<file path="src/rtl/seqdet_pkg.sv">
package seqdet_pkg;

  // Match strobes handed from the compare datapath to both controllers.
  typedef struct packed {
    logic advance;    // a character is being accepted this cycle
    logic hitFirst;   // accepted character equals pattern position 0
    logic hitSecond;  // accepted character equals pattern position 1
    logic hitThird;   // accepted character equals pattern position 2
  } matchStrobes_t;

  typedef enum logic [1:0] {
    MEALY_IDLE = 2'd0,
    MEALY_GOT1 = 2'd1,
    MEALY_GOT2 = 2'd2
  } mealyState_t;

  typedef enum logic [1:0] {
    MOORE_IDLE  = 2'd0,
    MOORE_GOT1  = 2'd1,
    MOORE_GOT2  = 2'd2,
    MOORE_FOUND = 2'd3
  } mooreState_t;

endpackage

</file>
<file path="src/rtl/seqdet_match.sv">
module seqdet_match
  import seqdet_pkg::*;
#(
  parameter int CHAR_W = 8,
  parameter logic [CHAR_W-1:0] FIRST_CODE  = 8'h48,
  parameter logic [CHAR_W-1:0] SECOND_CODE = 8'h69,
  parameter logic [CHAR_W-1:0] THIRD_CODE  = 8'h21
) (
  input  logic              charValid,
  input  logic [CHAR_W-1:0] charCode,
  output matchStrobes_t     strobes
);

  localparam int SEQ_LEN = 3;

  logic [CHAR_W-1:0] patternCodes [SEQ_LEN];
  logic [SEQ_LEN-1:0] posHit;

  assign patternCodes[0] = FIRST_CODE;
  assign patternCodes[1] = SECOND_CODE;
  assign patternCodes[2] = THIRD_CODE;

  for (genvar p = 0; p < SEQ_LEN; p++) begin : g_cmp
    assign posHit[p] = charValid && (charCode == patternCodes[p]);
  end

  always_comb begin
    strobes.advance   = charValid;
    strobes.hitFirst  = posHit[0];
    strobes.hitSecond = posHit[1];
    strobes.hitThird  = posHit[2];
  end

endmodule

</file>
<file path="src/rtl/seqdet_mealy.sv">
module seqdet_mealy
  import seqdet_pkg::*;
(
  input  logic          clk,
  input  logic          rst,
  input  matchStrobes_t strobes,
  output logic          detect
);

  mealyState_t curState, nextState;

  always_comb begin
    nextState = curState;
    unique case (curState)
      MEALY_IDLE: begin
        if (strobes.hitFirst) nextState = MEALY_GOT1;
      end
      MEALY_GOT1: begin
        if (strobes.hitSecond)     nextState = MEALY_GOT2;
        else if (strobes.hitFirst) nextState = MEALY_GOT1;
        else if (strobes.advance)  nextState = MEALY_IDLE;
      end
      MEALY_GOT2: begin
        if (strobes.hitThird)      nextState = MEALY_IDLE;
        else if (strobes.hitFirst) nextState = MEALY_GOT1;
        else if (strobes.advance)  nextState = MEALY_IDLE;
      end
      default: nextState = MEALY_IDLE;
    endcase
  end

  always_ff @(posedge clk) begin
    if (rst) curState <= MEALY_IDLE;
    else     curState <= nextState;
  end

  // Output formed from state and the live input strobes.
  assign detect = (curState == MEALY_GOT2) && strobes.hitThird;

endmodule

</file>
<file path="src/rtl/seqdet_moore.sv">
module seqdet_moore
  import seqdet_pkg::*;
(
  input  logic          clk,
  input  logic          rst,
  input  matchStrobes_t strobes,
  output logic          detect
);

  mooreState_t curState, nextState;

  always_comb begin
    nextState = curState;
    unique case (curState)
      MOORE_IDLE, MOORE_FOUND: begin
        if (strobes.hitFirst)     nextState = MOORE_GOT1;
        else if (strobes.advance) nextState = MOORE_IDLE;
      end
      MOORE_GOT1: begin
        if (strobes.hitSecond)     nextState = MOORE_GOT2;
        else if (strobes.hitFirst) nextState = MOORE_GOT1;
        else if (strobes.advance)  nextState = MOORE_IDLE;
      end
      MOORE_GOT2: begin
        if (strobes.hitThird)      nextState = MOORE_FOUND;
        else if (strobes.hitFirst) nextState = MOORE_GOT1;
        else if (strobes.advance)  nextState = MOORE_IDLE;
      end
      default: nextState = MOORE_IDLE;
    endcase
  end

  always_ff @(posedge clk) begin
    if (rst) curState <= MOORE_IDLE;
    else     curState <= nextState;
  end

  // Output decoded from stored state only.
  assign detect = (curState == MOORE_FOUND);

endmodule

</file>
<file path="src/rtl/seq_detect_dual.sv">
module seq_detect_dual
  import seqdet_pkg::*;
#(
  parameter int CHAR_W = 8,
  parameter logic [CHAR_W-1:0] FIRST_CODE  = 8'h48,
  parameter logic [CHAR_W-1:0] SECOND_CODE = 8'h69,
  parameter logic [CHAR_W-1:0] THIRD_CODE  = 8'h21
) (
  input  logic              clk,
  input  logic              rst,
  input  logic              charValid,
  input  logic [CHAR_W-1:0] charCode,
  output logic              mealyDetect,
  output logic              mooreDetect
);

  matchStrobes_t matchBus;

  seqdet_match #(
    .CHAR_W     (CHAR_W),
    .FIRST_CODE (FIRST_CODE),
    .SECOND_CODE(SECOND_CODE),
    .THIRD_CODE (THIRD_CODE)
  ) u_match (
    .charValid(charValid),
    .charCode (charCode),
    .strobes  (matchBus)
  );

  seqdet_mealy u_mealy (
    .clk    (clk),
    .rst    (rst),
    .strobes(matchBus),
    .detect (mealyDetect)
  );

  seqdet_moore u_moore (
    .clk    (clk),
    .rst    (rst),
    .strobes(matchBus),
    .detect (mooreDetect)
  );

endmodule

</file>
<file path="config.mk">
export PLATFORM = sky130hd
export DESIGN_NAME = seq_detect_dual
export DESIGN_NICKNAME = d
export VERILOG_FILES = /design/src/rtl/seqdet_pkg.sv /design/src/rtl/seqdet_match.sv /design/src/rtl/seqdet_mealy.sv /design/src/rtl/seqdet_moore.sv /design/src/rtl/seq_detect_dual.sv
export SDC_FILE = /design/constraint.sdc
export NUM_CORES = 1
export LEC_CHECK = 0
export BUFFER_PORTS_ARGS = -buffer_cell sky130_fd_sc_hd__buf_2
export CORE_AREA = 2 2 39 41
export CTS_CLUSTER_SIZE = 12
export DETAILED_ROUTE_END_ITERATION = 7
export DIE_AREA = 0 0 41 43
export PLACE_DENSITY = 0.43
export SYNTH_ARGS = -nofsm -noshare
export SYNTH_HDL_FRONTEND = slang
export SYNTH_SLANG_ARGS = --single-unit
</file>
<file path="constraint.sdc">
create_clock -name clk -period 3.2 [get_ports clk]
set_clock_uncertainty 0.1 [all_clocks]
set_input_delay 0.48 -clock clk [delete_from_list [all_inputs] [get_ports clk]]
set_output_delay 0.48 -clock clk [all_outputs]
set_load 0.05 [all_outputs]
</file>
# ---- Yosys cells after proc, flatten, opt, wreduce, memory -nomap -nowiden
# Cells that the tools add are included.
dict set report totals {
  reg_bits 4
  latchBits 0
  ramBits 0
  mem_bits_ro 0
  out_inout_bits 2
  word_cells 29
  n_memories 0
}
dict set report op_classes {
  addsub 0
  mul 0
  n_div 0
  order_cmp 0
  n_eq_ne 9
  n_shift 0
  muxes 11
  n_bitwise 0
  reduce_logical 7
}
# op count
set op_table {}
lappend op_table {{$mux 2} 9}
lappend op_table {{$eq 8x7->1 const B} 2}
lappend op_table {{$pmux 2 s3} 2}
lappend op_table {{$eq 8x6->1 const B} 1}
lappend op_table {{$eq 2x2->1 const B} 3}
lappend op_table {{$eq 2x1->1 const B} 2}
lappend op_table {{$logic_and 1x1->1} 4}
lappend op_table {{$logic_not 2->1} 2}
lappend op_table {{$ne 2x2->1 const B} 1}
lappend op_table {{$reduce_or 2->1} 1}

# ---- Depth between registers and ports, before layout
# Gate-level depths: netlist (run 1).
dict set report depth {
  ltp_word 5
  mapped_depth 5
  mapped_depth_nobuf 5
}

# ---- By module
# A second synthesis (run 1) with hierarchy kept.
dict set report unflattened {
  hier_cells 37
  hier_area_um2 331.6
}
# module instances cells_per_inst area_per_inst_um2 seq_area_each_um2
set modules_own_cells {}
lappend modules_own_cells {seqdet_moore 1 17 148.9 40.0}
lappend modules_own_cells {seqdet_mealy 1 12 105.1 40.0}
lappend modules_own_cells {seqdet_match 1 8 77.6 0.0}

# ---- Worst setup path before layout (run 1)
# OpenSTA, ideal clock, no wires.
dict set report synth_path {
  path_type {input-to-output}
  from {input charCode[4]}
  to {output mealyDetect}
  arrival_ns 1.126
  slack_ns 1.494
  stages 2
  n_path_buf 0
  path_cell_list {and4bb_2 and3_2}
}
dict set report synth_between {
  elab_chain_len 3
}
# item line
set synth_lines {}
lappend synth_lines {{start, declared} seq_detect_dual.sv:12} ;# input logic [CHAR_W-1:0] charCode,
lappend synth_lines {{$eq 8x6->1} seqdet_match.sv:24} ;# assign posHit[p] = charValid && (charCode == patternCodes[p]);
lappend synth_lines {{$logic_and 1x1->1} seqdet_match.sv:24}
lappend synth_lines {{$logic_and 1x1->1} seqdet_mealy.sv:38} ;# assign detect = (curState == MEALY_GOT2) && strobes.hitThird;
lappend synth_lines {{end, declared} seq_detect_dual.sv:13} ;# output logic mealyDetect,
# No other way between the ends.

# ---- Worst setup path after layout (run 1)
dict set report layout_path {
  from {input charCode[6]}
  to {output mealyDetect}
}
# Same word-level chain as after synthesis.

==> impl_metrics.env, run 1 <==
export IMPL_die_area_um2=1760
export IMPL_syn_nets=47
export IMPL_grt_pass1_wl_mm=1.15
export IMPL_nets=64
export IMPL_place_gp_congestion=0.664
export IMPL_min_period_over_period=0.601
export IMPL_critical_path_required_ns=2.62
export IMPL_setup_viol=0
export IMPL_syn_avg_cell_area_um2=9.59
export IMPL_power_switching_uw=26.5
export IMPL_numPortBuffers=12
export IMPL_timing_hold_ws_ns=0.380
export IMPL_final_setup_worst_slack_ns=1.28
export IMPL_critPathCaptureType="output pin"
export IMPL_dp_hpwl_um=531
export IMPL_arrival_ns=1.34
export IMPL_yosysUniqueCellTypes=22
export IMPL_yosys_warnings=0
export IMPL_hold_path_class="input port to register"
export IMPL_avgViaCountPerCell=4.66
export IMPL_power_share_clock=0.484
export IMPL_antenna_found_initial=0
export IMPL_hold_buffers=0
export IMPL_cts_setup_buffers=0
export IMPL_irDropWorstVdd_mv=0.218
export IMPL_rsz0062_at_grt="no"
export IMPL_synth_seq_cells=4
export IMPL_clock_latency_ns=0.23
export IMPL_coreArea_um2=1380
export IMPL_grt_pass1_vias=293
export IMPL_p_sw_frac=0.211
export IMPL_dp_slack_ns=1.27
export IMPL_slew_violations=0
export IMPL_internal_power_uw=98.8
export IMPL_diodes=0
export IMPL_h_tree_depth=1
export IMPL_path_cells="buf_2 > nor4b_1 > and3_2 > buf_2"
export IMPL_final_layout_size_suffix_gt1_frac=0.479
export IMPL_worst_slew_pin_slew_ns=0.263
export IMPL_power_density_nw_per_um2=299
export IMPL_grt_max_degree=6
export IMPL_synth_top_cells_by_area="dfxtp_1 (25%), ha_1 (12%), nor3b_4 (5.9%)"
export IMPL_synth_largest_area_cell="dfxtp_1"
export IMPL_cts_buffers=3
export IMPL_tns_ns=0
export IMPL_clk_pin_slew_ns=0.04
export IMPL_max_stage_delay_ns=0.28
export IMPL_ant_nets=0
export IMPL_via_count=298
export IMPL_cts_buffer_depth=2
export IMPL_cts_sinks=4
export IMPL_fin_util=0.303
export IMPL_drc=0
export IMPL_dpl_instance_area_um2=397
export IMPL_drt_wl_total_um=632
export IMPL_cts_resized=0
export IMPL_first_pass_iters=4
export IMPL_criticalPathCategory="input port to output pin"
export IMPL_synth_area_um2=317
export IMPL_synth_top_area_share=0.253
export IMPL_die_x_um=41
export IMPL_die_y_um=43
export IMPL_path_common_cell="buf_2"
export IMPL_fin_crit_ns=1.92
export IMPL_cts_root_buffer="clkbuf_4"
export IMPL_fin_cells=64
export IMPL_hold_viol=0
export IMPL_p_leak_nw=0.196
export IMPL_dp_cells=61
export IMPL_synth_cells=33
export IMPL_finish_instance_area_um2=419
export IMPL_wl_per_cell_um=9.88
export IMPL_cts_tree="done"
export IMPL_start_util=0.229
export IMPL_pwr_share_seq=0.401
export IMPL_pin_count=13
export IMPL_status="finished clean"
export IMPL_syn2layout_area_growth_pct=32.4
export IMPL_start_kind="input port"
export IMPL_power_uw=125
export IMPL_slew_headroom=0.824
export IMPL_drv_cap=0
export IMPL_combinationalPowerShare=0.115
export IMPL_grt_remaining_overflow=0
export IMPL_max_freq_mhz=520
export IMPL_critPathMaxFanout=5
export IMPL_rows=14
export IMPL_ys_seq_area_frac=0.253
export IMPL_drt_iter0_drc=2
export IMPL_grt_usage=0.0954
export IMPL_cp_slowest_cell="nor4b_1"
cells by family (layout without fill, tap and decap cells):
| group | after synthesis | in the layout | synth area share |
|---|---|---|---|
| buf+inv | 4 | 19 | 0.0474 |
| flops | 4 | 4 | 0.253 |
| compound gates | 5 | 5 | 0.154 |
| simple gates | 17 | 17 | 0.427 |
| fa+ha+maj | 3 | 3 | 0.119 |
state kept, by name (all words and copies together), names as in the netlist:
signal            count
u_mealy.curState      2
u_moore.curState      2
placed cells by master (no fill, tap or decap), drive strengths merged:
cell	count
a21oi	2
a221oi	1
a311oi	1
and3	2
and4b	1
and4bb	1
buf	12
clkbuf	3
dfxtp	4
ha	3
inv	4
nand2	3
nand3	1
nand4	2
nor2	1
nor3	1
nor3b	2
nor4	1
nor4b	1
o2111ai	1
or3	1
area by class of cell:
cell class / count / area [um^2]
Fill cell: 160 / 965
Multi-Input combinational cell: 25 / 221
Sequential cell: 4 / 80.1
Timing Repair Buffer: 12 / 60.1
Clock buffer: 3 / 22.5
Tap cell: 16 / 20.0
Inverter: 4 / 15.0
power groups by stage:
stage / Combinational [mW] / Clock, mW / Sequential [mW]
finish: 0.0144 / 0.0606 / 0.0503
global route: 0.0162 / 0.0683 / 0.0502
detailed placement: 0.0145 / 0 / 0.0510
global placement: 0.0146 / 0 / 0.0510
floorplan: 0.00379 / 0 / 0.0510
CTS: 0.0146 / 0.0640 / 0.0502
Yosys cell counts:
cell type  n
and4b_1    1
a21oi_1    2
nand2_1    3
and3_2     1
ha_1       3
a221oi_2   1
nand3_1    1
or3_2      1
nor3b_1    1
nor3b_4    1
nor4b_1    1
nor3_1     1
nand4_2    1
nor4_2     1
and3_1     1
nand4_1    1
and4bb_2   1
a311oi_2   1
dfxtp_1    4
o2111ai_1  1
nor2_1     1
inv_1      4
per-layer routing:
layer / global-route usage / share of wire
met2: 0.122 / 0.45
met5: 0 / 0
met1: 0.132 / 0.48
met3: 0.0628 / 0.068
met4: 0.0200 / 0
path summary, 6_finish.rpt:
path / start / cells after the start / slack (ns) / to
setup reg to reg: u_moore.curState[0]$_SDFF_PP0_ / 5 / 1.70 / u_moore.curState[1]$_SDFF_PP0_
hold / removal: rst / 2 / 0.38 / u_moore.curState[0]$_SDFF_PP0_
hold reg to reg: u_mealy.curState[1]$_SDFFE_PP0P_ / 1 / 0.38 / u_mealy.curState[0]$_SDFFE_PP0P_
setup / recovery: charCode[6] / 4 / 1.28 / mealyDetect
critical path, delay by kind of cell:
family	cells	cell delay, ns
and+or+nand+nor	2	0.49
buffers and inverters	2	0.38
Note: power is estimated with default switching activity, not from simulation.
==> inputs of run 2 (changes only) <==
Settings changed: ABC_AREA set to 1, PLACE_DENSITY 0.43 to 0.53.
Clock period 3.2 ns to 1.75 ns, I/O delays scaled along.
==> run 2 against run 1 <==
Effect of this change:
- core utilization is 7.2 points higher
- hold slack worse by 0.28 ns
- via count is 46% higher
- global-route usage is 2.7 points higher
- register-to-register slack worse by 1.4 ns
- clock power is 82% higher
- total power is 93% higher
- flip-flop and latch count stayed put
- synthesized cell count is 120% higher
- critical path type unchanged
- largest cell class unchanged
- highest routed layer unchanged
==> impl_metrics.env, run 2 <==
export IMPL_cts_root_buffer="clkbuf_4"
export IMPL_cts_setup_buffers=0
export IMPL_syn_nets=85
export IMPL_fin_crit_ns=1.56
export IMPL_arrival_ns=1.20
export IMPL_grt_remaining_overflow=0
export IMPL_power_density_nw_per_um2=465
export IMPL_status="finished clean"
export IMPL_p_leak_nw=0.283
export IMPL_setup_viol=0
export IMPL_first_pass_iters=4
export IMPL_cp_slowest_cell="buf_2"
export IMPL_final_seq_area_um2=80.1
export IMPL_die_area_um2=1760
export IMPL_dp_hpwl_um=755
export IMPL_via_count=434
export IMPL_grt_max_degree=6
export IMPL_clk_pin_slew_ns=0.04
export IMPL_yosys_warnings=0
export IMPL_tns_ns=0
export IMPL_drc=0
export IMPL_timing_hold_ws_ns=0.100
export IMPL_h_tree_depth=1
export IMPL_irDropWorstVdd_mv=0.246
export IMPL_path_common_cell="buf_2"
export IMPL_cts_buffer_depth=2
export IMPL_critical_path_required_ns=1.39
export IMPL_synth_most_common_cell="nand2_1"
export IMPL_hold_viol=0
export IMPL_nets=102
export IMPL_synth_edf_count=0
export IMPL_grt_pass1_vias=397
export IMPL_numPortBuffers=12
export IMPL_fin_util=0.375
export IMPL_slew_headroom=0.806
export IMPL_ys_flop_type="dfxtp_1"
export IMPL_synth_commonest_cells="nand2_1 (17), inv_1 (14), nor2_1 (10)"
export IMPL_start_kind="input port"
export IMPL_drt_wl_total_um=852
export IMPL_grt_usage=0.123
export IMPL_cts_buffers=3
export IMPL_synth_top_area_share=0.192
export IMPL_drt_iter0_drc=2
export IMPL_avgViaCountPerCell=4.25
export IMPL_criticalPathCategory="input port to output pin"
export IMPL_rrSetupSlack_ns=0.33
export IMPL_finish_instance_area_um2=519
export IMPL_dp_slack_ns=0.167
export IMPL_synth_cells=71
export IMPL_rows=14
export IMPL_final_layout_size_suffix_gt1_frac=0.291
export IMPL_diodes=0
export IMPL_start_util=0.301
export IMPL_grt_pass1_wl_mm=1.48
export IMPL_ant_nets=0
export IMPL_die_x_um=41
export IMPL_critPathMaxFanout=2
export IMPL_syn2layout_area_growth_pct=24.6
export IMPL_critPathCaptureType="output pin"
export IMPL_drv_cap=0
export IMPL_slew_violations=0
export IMPL_cts_resized=0
export IMPL_yosysUniqueCellTypes=19
export IMPL_antenna_found_initial=0
export IMPL_hold_buffers=0
export IMPL_cts_sinks=4
export IMPL_pin_count=13
export IMPL_dpl_instance_area_um2=497
export IMPL_synth_top_cells_by_area="dfxtp_1 (19%), nand2_1 (15%), inv_1 (13%)"
export IMPL_synth_area_um2=417
export IMPL_power_uw=242
export IMPL_fin_cells=102
export IMPL_ys_seq_area_frac=0.192
export IMPL_max_stage_delay_ns=0.28
export IMPL_worst_slew_pin_slew_ns=0.289
export IMPL_min_period_over_period=0.894
export IMPL_fill_cells=158
export IMPL_die_y_um=43
export IMPL_final_cell_mix="nand2_1 (17), inv_1 (14), buf_2 (12)"
export IMPL_reg_top3="u_mealy.curState (2), u_moore.curState (2)"
export IMPL_path_cells="buf_2 > or2_1 > nor2_2 > nand3_1 > nor3_2 > buf_2"
export IMPL_dp_cells=99
export IMPL_rsz0062_at_grt="no"
export IMPL_max_freq_mhz=639
export IMPL_synth_largest_area_cell="dfxtp_1"
export IMPL_cts_tree="done"
export IMPL_multi_input_area_um2=269
export IMPL_clock_latency_ns=0.23
export IMPL_coreArea_um2=1380
export IMPL_final_common_cell="nand2_1"
export IMPL_final_setup_worst_slack_ns=0.186
export IMPL_syn_avg_cell_area_um2=5.87
export IMPL_wl_per_cell_um=8.35
export IMPL_synth_seq_cells=4
export IMPL_synthArstFlopShare=0
export IMPL_place_gp_congestion=0.784
export IMPL_hold_path_class="input port to register"
[run 2: cell types whose count changed after synthesis, sizes merged, moves of 5 or more]
cell   before  now
nor2        1   13
inv         4   17
nand2       3   17
nand3       1    6
[run 2: where the power goes]
group	internal [mW]	leakage (nW)	switching, mW
combinational	0.0154	0.237	0.0241
sequential	0.0918	0.0322	0.0000689
clock	0.0764	0.0138	0.0338
total	0.184	0.283	0.0580
[run 2: final timing paths]
check / endpoint / startpoint / cells past startpoint
min reg2reg: u_mealy.curState[1]$_SDFFE_PP0P_ / u_mealy.curState[1]$_SDFFE_PP0P_ / 2
max reg2reg: u_moore.curState[1]$_SDFF_PP0_ / u_moore.curState[0]$_SDFF_PP0_ / 8
min: u_mealy.curState[1]$_SDFFE_PP0P_ / rst / 2
max: mealyDetect / charCode[7] / 6
[run 2: layout make-up]
class / instances / area share
Inverter: 18 / 0.130
Clock buffer: 3 / 0.0434
Multi-Input combinational cell: 49 / 0.518
Sequential cell: 4 / 0.154
Tap cell: 16 / 0.0386
Timing Repair Buffer: 12 / 0.116
[run 2: critical path: cells and delay by family]
kind | cells | cell delay, ns
buffers and inverters | 2 | 0.38
and+or+nand+nor | 4 | 0.55
[run 2: logic make-up (layout without fill, tap and decap cells)]
family | after synthesis | after routing | share of synthesized area
AO/OA/AOI/OAI | 3 | 3 | 0.0450
AND/OR/NAND/NOR | 43 | 43 | 0.511
adder cells (fa/ha/maj) | 3 | 3 | 0.0901
flip-flops | 4 | 4 | 0.192
buffers and inverters | 18 | 33 | 0.162
[run 2: routing by layer]
layer | GRT usage | vias to the layer above | share of wire
li1 | - | 245 | -
met1 | 0.142 | 179 | 0.46
met2 | 0.188 | 10 | 0.49
met3 | 0.0314 | 0 | 0.053
met4 | 0.0800 | 0 | 0
met5 | 0 | - | 0
==> inputs of run 3 (changes only) <==
Settings changed: RECOVER_POWER set to 25, SETUP_SLACK_MARGIN set to 0.05.
==> run 3 against run 2 <==
Effect of this change:
- hold slack about the same
- maximum frequency about the same
- sequential share of layout area increased by 0.23 points
- die area unchanged
- critical path type unchanged
- register-to-register slack about the same
- first-iteration DRC count increased to 2.5 times the previous value
- final area decreased by 1.4%
==> impl_metrics.env, run 3 (same netlist as run 2, synthesis figures left out) <==
export IMPL_die_y_um=43
export IMPL_p_sw_frac=0.237
export IMPL_drt_wl_total_um=856
export IMPL_setup_viol=0
export IMPL_grt_max_degree=6
export IMPL_irDropWorstVdd_mv=0.246
export IMPL_drv_cap=0
export IMPL_hold_path_class="input port to register"
export IMPL_power_switching_uw=56.9
export IMPL_worst_slew_pin_slew_ns=0.289
export IMPL_wl_met3_um=45
export IMPL_critical_path_required_ns=1.39
export IMPL_rrSetupSlack_ns=0.33
export IMPL_wl_per_cell_um=8.39
export IMPL_arrival_ns=1.20
export IMPL_first_pass_iters=4
export IMPL_diodes=0
export IMPL_combinationalPowerShare=0.158
export IMPL_die_x_um=41
export IMPL_endpoint="mealyDetect"
export IMPL_coreArea_um2=1380
export IMPL_pin_count=13
export IMPL_grt_pass1_vias=397
export IMPL_h_tree_depth=1
export IMPL_cts_buffer_depth=2
export IMPL_p_leak_nw=0.283
export IMPL_rows=14
export IMPL_max_stage_delay_ns=0.28
export IMPL_criticalPathCategory="input port to output pin"
export IMPL_final_common_cell="nand2_1"
export IMPL_cts_resized=0
export IMPL_power_uw=240
export IMPL_final_cell_mix="nand2_1 (17), inv_1 (14), buf_2 (12)"
export IMPL_dp_hpwl_um=755
export IMPL_path_cells="buf_2 > or2_1 > nor2_2 > nand3_1 > nor3_2 > buf_2"
export IMPL_top_layer_used="met3"
export IMPL_tns_ns=0
export IMPL_place_gp_congestion=0.784
export IMPL_start_kind="input port"
export IMPL_pwr_share_seq=0.383
export IMPL_slew_headroom=0.806
export IMPL_die_area_um2=1760
export IMPL_wl_met2_um=414
export IMPL_start_util=0.301
export IMPL_grt_pass1_wl_mm=1.48
export IMPL_nets=102
export IMPL_grt_usage=0.123
export IMPL_power_density_nw_per_um2=469
export IMPL_cts_sinks=4
export IMPL_final_layout_size_suffix_gt1_frac=0.279
export IMPL_hold_viol=0
export IMPL_ff2ff_path_depth=8
export IMPL_syn2layout_area_growth_pct=22.8
export IMPL_critPathCaptureType="output pin"
export IMPL_min_period_over_period=0.894
export IMPL_r2r_end="u_moore.curState[1]$_SDFF_PP0_"
export IMPL_avgViaCountPerCell=4.26
export IMPL_status="finished clean"
export IMPL_critPathMaxFanout=2
export IMPL_drc=0
export IMPL_grt_remaining_overflow=0
export IMPL_rsz0062_at_grt="no"
export IMPL_slew_violations=0
export IMPL_cp_num_buf_inv=2
export IMPL_hold_buffers=0
export IMPL_cts_tree="done"
export IMPL_cp_slowest_cell="buf_2"
export IMPL_drt_iter0_drc=5
export IMPL_clock_latency_ns=0.23
export IMPL_crit_cells=6
export IMPL_cts_buffers=3
export IMPL_fill_cells=160
export IMPL_critical_path_top_delay_family="simple AND/OR/NAND/NOR gates"
export IMPL_drt_met1_wl_um=396
export IMPL_max_freq_mhz=639
export IMPL_fin_crit_ns=1.56
export IMPL_rr_startpoint="u_moore.curState[0]$_SDFF_PP0_"
export IMPL_numPortBuffers=12
export IMPL_path_common_cell="buf_2"
export IMPL_cts_root_buffer="clkbuf_4"
export IMPL_cts_setup_buffers=0
export IMPL_via_count=435
export IMPL_clk_pin_slew_ns=0.04
export IMPL_reg_top3="u_mealy.curState (2), u_moore.curState (2)"
export IMPL_power_share_clock=0.459
export IMPL_ant_nets=0
export IMPL_critPathLaunch="charCode[7]"
export IMPL_internal_power_uw=183
export IMPL_antenna_found_initial=0
==> run 3: worst min path at each step <==
stage               startpoint                          endpoint  cells past startpoint
finish                     rst  u_mealy.curState[1]$_SDFFE_PP0P_                      2
global route               rst  u_mealy.curState[1]$_SDFFE_PP0P_                      2
CTS                        rst  u_mealy.curState[1]$_SDFFE_PP0P_                      2
detailed placement         rst  u_mealy.curState[1]$_SDFFE_PP0P_                      2
global placement           rst  u_mealy.curState[1]$_SDFFE_PP0P_                      2
floorplan                  rst  u_mealy.curState[1]$_SDFFE_PP0P_                      1
==> run 3: power groups by stage <==
stage               clock network [mW]  logic (mW)  registers [mW]
floorplan                            0      0.0220          0.0932
global placement                     0      0.0392          0.0932
detailed placement                   0      0.0400          0.0932
CTS                              0.117      0.0402          0.0918
global route                     0.125      0.0440          0.0918
finish                           0.110      0.0380          0.0919
==> run 3: layout make-up <==
type,count,area [um^2],area share
multi-input combinational,49,262,0.511
tap,16,20.0,0.0391
inverter,18,67.6,0.132
timing repair buffer,12,60.1,0.117
clock buffer,3,22.5,0.0440
sequential,4,80.1,0.156
==> run 3: metal layers <==
layer | GRT usage | up-vias
li1 | - | 245
met1 | 0.142 | 180
met2 | 0.188 | 10
met3 | 0.0314 | 0
met4 | 0.0800 | 0
met5 | 0 | -
==> run 3: stage by stage <==
step	area [um^2]	util	setup WS (ns)	hold slack (ns)	instances
after CTS	519	0.375	0.166	0.0951	102
after global routing	512	0.370	0.101	0.0994	102
final	512	0.370	0.186	0.100	102
after detailed placement	497	0.359	0.167	0.345	99
after global placement	497	0.359	0.194	0.340	99
after floorplan	417	-	0.0874	0.232	71
